## config.mk

```make
export PLATFORM = sky130hd
export DESIGN_NAME = pow2_clk_prescaler
export DESIGN_NICKNAME = d
export VERILOG_FILES = /design/src/rtl/presc_pkg.sv /design/src/rtl/presc_ctrl.sv /design/src/rtl/presc_divpath.sv /design/src/rtl/pow2_clk_prescaler.sv
export SDC_FILE = /design/constraint.sdc
export NUM_CORES = 1
export LEC_CHECK = 0
export ABC_CLOCK_PERIOD_IN_PS = 1250
export BUFFER_PORTS_ARGS = -buffer_cell sky130_fd_sc_hd__buf_2
export CELL_PAD_IN_SITES_DETAIL_PLACEMENT = 0
export CELL_PAD_IN_SITES_GLOBAL_PLACEMENT = 2
export CORE_ASPECT_RATIO = 0.75
export CORE_MARGIN = 2
export CORE_UTILIZATION = 18
export DETAILED_ROUTE_END_ITERATION = 16
export PLACE_DENSITY = 0.77
export SLEW_MARGIN = 10
export SYNTH_ARGS = -nofsm -noshare
export SYNTH_HDL_FRONTEND = slang
export SYNTH_SLANG_ARGS = --single-unit
```

## constraint.sdc

```tcl
create_clock -name clk -period 1.25 [get_ports clk]
set_clock_uncertainty 0.05 [all_clocks]
set_input_delay 0.0625 -clock clk [delete_from_list [all_inputs] [get_ports clk]]
set_output_delay 0.0625 -clock clk [all_outputs]
set_load 0.02 [all_outputs]
```

## src/rtl/presc_pkg.sv

```systemverilog
package presc_pkg;
  localparam int unsigned CodeW = 8;
  localparam int unsigned MaxCode = 2;
  localparam int unsigned CntW = (MaxCode > 0) ? MaxCode : 1;
  localparam int unsigned BlankCycles = 2;
  localparam int unsigned BlankW = 2;
  localparam int unsigned AddrDivWord = 0;
  localparam int unsigned AddrCtlWord = 1;
  localparam int unsigned SelBit = 0;
  localparam int unsigned ErrBit = 8;

  typedef logic [CntW-1:0] cnt_t;

  // strobes passed from control to datapath
  typedef struct packed {
    logic tick;
    logic restart;
    cnt_t nextLast;
  } divStrobe_t;

  function automatic logic codeLegal(input logic [CodeW-1:0] code);
    return code <= CodeW'(MaxCode);
  endfunction

  // terminal count for a legal code: divide by 2**code
  function automatic cnt_t codeToLast(input logic [CodeW-1:0] code);
    cnt_t r;
    r = '0;
    for (int i = 0; i <= int'(MaxCode); i++) begin
      if (code == CodeW'(i)) r = cnt_t'((1 << i) - 1);
    end
    return r;
  endfunction
endpackage

```

## src/rtl/presc_ctrl.sv

```systemverilog
module presc_ctrl
  import presc_pkg::*;
#(
  parameter int unsigned DataW = 32,
  parameter int unsigned AddrW = 4
) (
  input  logic               clk,
  input  logic               rstN,
  input  logic               pllTick,
  input  logic               busTick,
  input  logic [AddrW-1:0]   regAddr,
  input  logic               regWrEn,
  input  logic [DataW/8-1:0] regByteEn,
  input  logic [DataW-1:0]   regWrData,
  output logic [DataW-1:0]   regRdData,
  output divStrobe_t         strobe
);
  localparam int unsigned Lanes = DataW / 8;
  localparam int unsigned SelLane = SelBit / 8;
  localparam int unsigned ErrLane = ErrBit / 8;

  logic [CodeW-1:0] divCode;
  logic             srcSel;
  logic             errFlag;
  logic [Lanes-1:0] laneWr;

  for (genvar b = 0; b < Lanes; b++) begin : gLane
    assign laneWr[b] = regWrEn & regByteEn[b];
  end

  logic hitDiv, hitCtl;
  assign hitDiv = (regAddr == AddrW'(AddrDivWord));
  assign hitCtl = (regAddr == AddrW'(AddrCtlWord));

  logic [CodeW-1:0] codeIn;
  logic divWrite, codeOk, selWrite, selChange, errClr;
  assign codeIn    = regWrData[CodeW-1:0];
  assign codeOk    = codeLegal(codeIn);
  assign divWrite  = hitDiv & laneWr[0];
  assign selWrite  = hitCtl & laneWr[SelLane];
  assign selChange = selWrite & (regWrData[SelBit] != srcSel);
  assign errClr    = hitCtl & laneWr[ErrLane] & regWrData[ErrBit];

  logic unusedIn;
  assign unusedIn = ^{regWrData, regByteEn};

  always_ff @(posedge clk) begin
    if (!rstN) begin
      divCode <= '0;
      srcSel  <= 1'b0;
      errFlag <= 1'b0;
    end else begin
      if (divWrite && codeOk) divCode <= codeIn;
      if (selWrite) srcSel <= regWrData[SelBit];
      if (divWrite && !codeOk) errFlag <= 1'b1;
      else if (errClr) errFlag <= 1'b0;
    end
  end

  always_comb begin
    regRdData = '0;
    if (hitDiv) begin
      regRdData[CodeW-1:0] = divCode;
    end else if (hitCtl) begin
      regRdData[SelBit] = srcSel;
      regRdData[ErrBit] = errFlag;
    end
  end

  assign strobe.tick     = srcSel ? pllTick : busTick;
  assign strobe.restart  = selChange;
  assign strobe.nextLast = codeToLast(divCode);

  assert_invalid_kept_R4: assert property (@(posedge clk) disable iff (!rstN)
    (divWrite && !codeOk) |=> ($stable(divCode) && errFlag));

  assert_err_sticky_R5: assert property (@(posedge clk) disable iff (!rstN)
    (errFlag && !errClr) |=> errFlag);

  assert_restart_flips_R10: assert property (@(posedge clk) disable iff (!rstN)
    strobe.restart |=> (srcSel != $past(srcSel)));
endmodule

```

## src/rtl/presc_divpath.sv

```systemverilog
module presc_divpath
  import presc_pkg::*;
(
  input  logic       clk,
  input  logic       rstN,
  input  divStrobe_t strobe,
  output logic       outEn
);
  cnt_t              cnt;
  cnt_t              activeLast;
  logic [BlankW-1:0] blankCnt;
  logic              atEnd;

  assign atEnd = strobe.tick && (blankCnt == '0) && (cnt == activeLast);
  assign outEn = atEnd;

  always_ff @(posedge clk) begin
    if (!rstN) begin
      cnt        <= '0;
      activeLast <= '0;
      blankCnt   <= '0;
    end else if (strobe.restart) begin
      cnt        <= '0;
      activeLast <= strobe.nextLast;
      blankCnt   <= BlankW'(BlankCycles);
    end else if (blankCnt != '0) begin
      blankCnt <= blankCnt - 1'b1;
    end else if (strobe.tick) begin
      if (cnt == activeLast) begin
        cnt        <= '0;
        activeLast <= strobe.nextLast;
      end else begin
        cnt <= cnt + 1'b1;
      end
    end
  end

  assert_single_pulse_R3: assert property (@(posedge clk) disable iff (!rstN)
    (outEn && strobe.nextLast != '0) |=> !outEn);

  assert_blank_first_R10: assert property (@(posedge clk) disable iff (!rstN)
    strobe.restart |=> !outEn);

  assert_blank_second_R10: assert property (@(posedge clk) disable iff (!rstN)
    $past(strobe.restart) |=> !outEn);

  assert_cnt_bound_R8: assert property (@(posedge clk) disable iff (!rstN)
    cnt <= activeLast);
endmodule

```

## src/rtl/pow2_clk_prescaler.sv

```systemverilog
module pow2_clk_prescaler
  import presc_pkg::*;
#(
  parameter int unsigned DataW = 32,
  parameter int unsigned AddrW = 4
) (
  input  logic               clk,
  input  logic               rstN,
  input  logic               pllTick,
  input  logic               busTick,
  input  logic [AddrW-1:0]   regAddr,
  input  logic               regWrEn,
  input  logic [DataW/8-1:0] regByteEn,
  input  logic [DataW-1:0]   regWrData,
  output logic [DataW-1:0]   regRdData,
  output logic               outEn
);
  divStrobe_t strobe;

  presc_ctrl #(.DataW(DataW), .AddrW(AddrW)) uCtrl (
    .clk(clk), .rstN(rstN), .pllTick(pllTick), .busTick(busTick),
    .regAddr(regAddr), .regWrEn(regWrEn), .regByteEn(regByteEn),
    .regWrData(regWrData), .regRdData(regRdData), .strobe(strobe)
  );

  presc_divpath uDiv (
    .clk(clk), .rstN(rstN), .strobe(strobe), .outEn(outEn)
  );

  assert_en_on_tick_R9: assert property (@(posedge clk) disable iff (!rstN)
    outEn |-> strobe.tick);
endmodule

```

## Yosys cells after proc, flatten, opt, wreduce, memory -nomap -nowiden

Index checks and enable logic that the tools add are counted.

- Bits of input ports: 45
- Output and inout port bits: 33
- Logic and storage cells: 57
- Flip-flop bits (word level): 16

- Muxes and demuxes: 17
- Equal/unequal tests: 6
- Add/subtract/negate cells: 2
- Order comparisons: 1
- Bitwise gates (word level): 9
- Reduce and logical (&&, ||, !) cells: 15

Operator list:

| cell | count |
|---|---|
| $mux 2 | 8 |
| $reduce_bool 2->1 | 5 |
| $eq 8x1->1 const B | 1 |
| $eq 8x2->1 const B | 1 |
| $le 8x2->1 const B | 1 |
| $mux 1 | 8 |
| $and 1x1->1 | 7 |
| $mux 7 | 1 |
| $eq 4x1->1 const B | 1 |
| $logic_and 1x1->1 | 4 |
| $logic_not 4->1 | 1 |
| $reduce_and 3->1 | 1 |
| $add 2x1->2 const B | 1 |
| $eq 2x2->1 | 1 |
| $logic_not 2->1 | 1 |
| $ne 2x2->1 const B | 1 |
| $not 1->1 | 2 |
| $reduce_and 2->1 | 1 |
| $reduce_or 2->1 | 1 |
| $sub 2x1->2 const B | 1 |
| $logic_not 1->1 | 1 |
| $ne 1x1->1 | 1 |

## Depth between registers and ports, before layout

- Word-level depth: 7
- Gate-level depth with buffers: 4
- Depth with buffers taken out: 4

## Hierarchy

Synthesis repeated with hierarchy kept, for this count alone.

- Cell total of the unflattened synthesis: 120
- Area total of the unflattened synthesis: 1009.7 µm²

By module, submodules not included:

| module | cells each | times used | area an instance (µm²) | sequential area each (µm²) |
|---|---|---|---|---|
| presc_ctrl | 83 | 1 | 686.9 | 200.2 |
| presc_divpath | 37 | 1 | 322.8 | 120.1 |

## Least setup slack after synthesis

Ideal clock, no wire load.

- Kind: reg-to-reg
- Start point: register uCtrl.divCode[3]
- End point: register uDiv.activeLast[1]
- Clock period less this slack: 1.280 ns
- Path slack: -0.030 ns
- Data required time: 1.128 ns
- Path buffers: 0
- Cell stages (with the launch flop): 5
- Arrival: 1.159 ns
- Setup time: 0.072 ns
- Cells stage by stage: dfxtp_1 -> or4_1 -> nor3_2 -> nand4b_1 -> mux2i_1

- Word-level cells in the longest chain between the ends: 6

RTL lines:

| element | RTL line | text |
|---|---|---|
| start: declaration | presc_ctrl.sv:22 | `logic [CodeW-1:0] divCode;` |
| start signal: assignment | presc_ctrl.sv:53 | `if (divWrite && codeOk) divCode <= codeIn;` |
| $eq 8x2->1 (*) | presc_pkg.sv:30 | `if (code == CodeW'(i)) r = cnt_t'((1 << i) - 1);` |
| $mux 2 (*) | presc_pkg.sv:30 |  |
| $mux 2 | presc_divpath.sv:29 | `if (cnt == activeLast) begin` |
| $mux 2 | presc_divpath.sv:28 | `end else if (strobe.tick) begin` |
| $mux 2 | presc_divpath.sv:26 | `end else if (blankCnt != '0) begin` |
| $mux 2 (*) | presc_divpath.sv:22 | `end else if (strobe.restart) begin` |
| end signal: assignment | presc_divpath.sv:24 | `activeLast <= strobe.nextLast;` |
| end signal: assignment | presc_divpath.sv:31 | `activeLast <= strobe.nextLast;` |
| end: declaration | presc_divpath.sv:10 | `cnt_t activeLast;` |

Mark *: on every way between the ends. The rest lies on a longest branch, timed or not. The select of a mux whose other input is x is not followed.
A chain may end at the register's enable or synchronous reset.

## Worst setup path in the final report

Ends and elaborated chain as after synthesis.

==> results.toml <==
[min_path]
hp-start = "regWrData[1]"
holdCritPathClass = "in -> reg"

[worst_setup_path]
path_class = "reg -> reg"
rr_worst_depth = 4
ff2ff_setup_slack_ns = -0.11
r2r-end = "uDiv.activeLast[1]$_SDFFE_PN0P_"
startpoint = "uCtrl.divCode[3]$_SDFFE_PN0P_"
r2r-start = "uCtrl.divCode[3]$_SDFFE_PN0P_"
startpoint_type = "flop"
endpoint_kind = "flop"
critPathSlowestCell = "or4_4"
path_delay_family = "simple AND/OR/NAND/NOR gates"
path_max_fanout = 2
required_ns = 1.38
crit_chain = "or4_4, nor3_4, nand4b_1, mux2i_1"
arrival_ns = 1.49
worst_path_largest_cell_delay_ns = 0.54
path_buf_inv = 0
cp-endpoint = "uDiv.activeLast[1]$_SDFFE_PN0P_"
cp_num_cells = 4

[timing]
slew_viol_final = 0
holdWs_ns = 0.0440
period_share_pct = 109
fmax_mhz = 734
finalCriticalPeriod_ns = 1.36
setup_ws_ns = -0.113
setup_viol = 3
hold_violations = 0
grt_setup_unrepaired = "true"

[drt]
wl_met2_um = 871
drt-initial-drc-count = 13
firstDrtPassIters = 4
drc = 0
wl_um = 1880
vias = 755
top_layer = "met4"
postRouteAntennaNets = 0
wl_met3_um = 111
wl_met1_um = 870
avgViaCountPerCell = 3.51
wl_per_cell_um = 8.76

[synthesis]
synth_cell_types = 30
synth.avg_cell_area_um2 = 9.35
netlist.area_leader.share_pct = 33.2
synth-simple-area-share_pct = 31.3
synth-xor-area-share_pct = 4.55
synthMuxAreaShare_pct = 7.40
synth_fa_ha_area_share_pct = 0
ys_seq_area_share_pct = 33.2
synth_flop_cell = "dfxtp_1"
synth-seq-cells = 16
synth_top_family_by_area = "simple AND/OR/NAND/NOR gates"
synth_edf_count = 0
synthDominantAreaCellType = "dfxtp_1"
synth_cells = 103
synth_area_um2 = 963
synth_warnings = 0
synth_compound_area_share_pct = 4.81
synthArstFlopShare_pct = 0
netlist_top_cells_area = "dfxtp_1, buf_4, mux2i_1"

[global_routing]
track_usage_pct = 6.40
grt.overflow.total = 0
grt_pass1_wl_um = 2910
grt_start_max_net_pins = 17
grt_pass1_vias = 648
antenna_found_initial = 0

[floorplan]
die_x_um = 88.5
core-area_um2 = 5240
rows = 23
dieArea_um2 = 5960
die_h_um = 67.4
io_pins = 78
initial_utilization_pct = 18.4

[place]
hpwl_um = 1570
port_buffers = 29
gp_congestion = 0.692
place_area_um2 = 1150

[power_and_ir_drop]
p_leak_nw = 0.621
power_density_nw_per_um2 = 873
ir_worst_vdd_mv = 0.378

[run_status]
status = "complete, but fails checks"
violations = "setup timing"

[cells_and_area]
final_nets = 186
layout_common_cells = "buf_2, conb_1, dfxtp_1"
layout_commonest_cell = "buf_2"
final_area_um2 = 1280
diodes = 0
drive_gt1_share_pct = 48.6
layout-area-overhead-vs-synth_pct = 32.9

[clock_network]
cts_max_level = 1
clk-insertion-delay-late_ns = 0.24
cts_tree = "yes"
path_clk_slew_ns = 0.06
cts.path.max_buffers = 2
ctsHoldBuffers = 0
cts_root_buf = "clkbuf_8"
cts_sinks = 16
cts_made_buffers = 3

[flow_run]
max_cap_viol_count = 0
-- how the worst min path moves through the flow --
stage,depth (start not counted),end
2_1_floorplan,1,uCtrl.divCode[2]$_SDFFE_PN0P_
3_3_place_gp,3,uCtrl.divCode[1]$_SDFFE_PN0P_
3_5_place_dp,3,uCtrl.divCode[1]$_SDFFE_PN0P_
4_1_cts,3,uCtrl.divCode[1]$_SDFFE_PN0P_
5_1_grt,3,uCtrl.divCode[1]$_SDFFE_PN0P_
6_report,3,uCtrl.divCode[1]$_SDFFE_PN0P_
-- per-layer routing --
metal | GRT usage (%) | up-vias
met1 | 7.96 | 350
met4 | 2.65 | 0
met3 | 2.20 | 2
met5 | 0 | -
li1 | - | 378
met2 | 10.2 | 25
-- per-stage QoR --
stage          setup WS (ns)  util (%)  setup TNS [ns]  instances  total power, mW
2_1_floorplan        -0.0302         -         -0.0446        125            0.672
3_3_place_gp         -0.0906      21.9          -0.187        210            0.671
3_5_place_dp          -0.110      21.9          -0.232        210            0.672
4_1_cts               -0.122      23.5          -0.340        215             1.13
5_1_grt               -0.184      24.4          -0.434        215             1.17
6_report              -0.113      24.4          -0.224        215             1.12
-- sequential cells by signal, indices dropped and copies added, names as in the netlist --
name             count
uCtrl.srcSel         1
uDiv.blankCnt        2
uDiv.activeLast      2
uDiv.cnt             2
uCtrl.errFlag        1
uCtrl.divCode        8
-- cells in the mapped netlist (2+ instances only) --
library cell / n
xnor2_1: 2
nor2_1: 3
dfxtp_1: 16
nand3_1: 4
and2_2: 7
nor2b_1: 3
xor2_1: 3
mux2i_1: 6
buf_4: 23
and3_1: 6
and2_1: 2
nand2_1: 9
a21boi_0: 2
-- where the power goes --
| part | switching [mW] | leakage [nW] | internal [mW] | total [mW] |
|---|---|---|---|---|
| clock | 0.168 | 0.0288 | 0.279 | 0.446 |
| combinational | 0.111 | 0.460 | 0.0482 | 0.159 |
| sequential | 0.000494 | 0.132 | 0.511 | 0.511 |
-- kinds of logic after synthesis --
logic type                after synthesis
buffers and inverters                  24
xor gates and xnor gates                5
muxes                                   7
DFF                                    16
and+or+nand+nor                        44
other                                   1
AOI/OAI and AO/OA                       6
-- area by class of cell --
class                           instances  area (µm²)
Fill cell                             589        3960
Multi-Input combinational cell         85         607
Sequential cell                        16         328
Timing Repair Buffer                   35         196
Tap cell                               75        93.8
Clock buffer                            4        55.1
-- worst register-to-register path, delay by kind of cell, from the launching register on --
family | cells | cell delay [ns]
muxes | 1 | 0.14
and+or+nand+nor | 3 | 0.80
DFF | 1 | 0.32
-- what timing repair did --
item                                    CTS  global route
pin swaps                                 1             2
setup buffers                             1             0
gates resized for setup                   7            13
endpoints found under the setup margin    4             5
endpoints found under the hold margin     0             0
gates cloned                              0             0
Power figures use the tool's default switching activity.
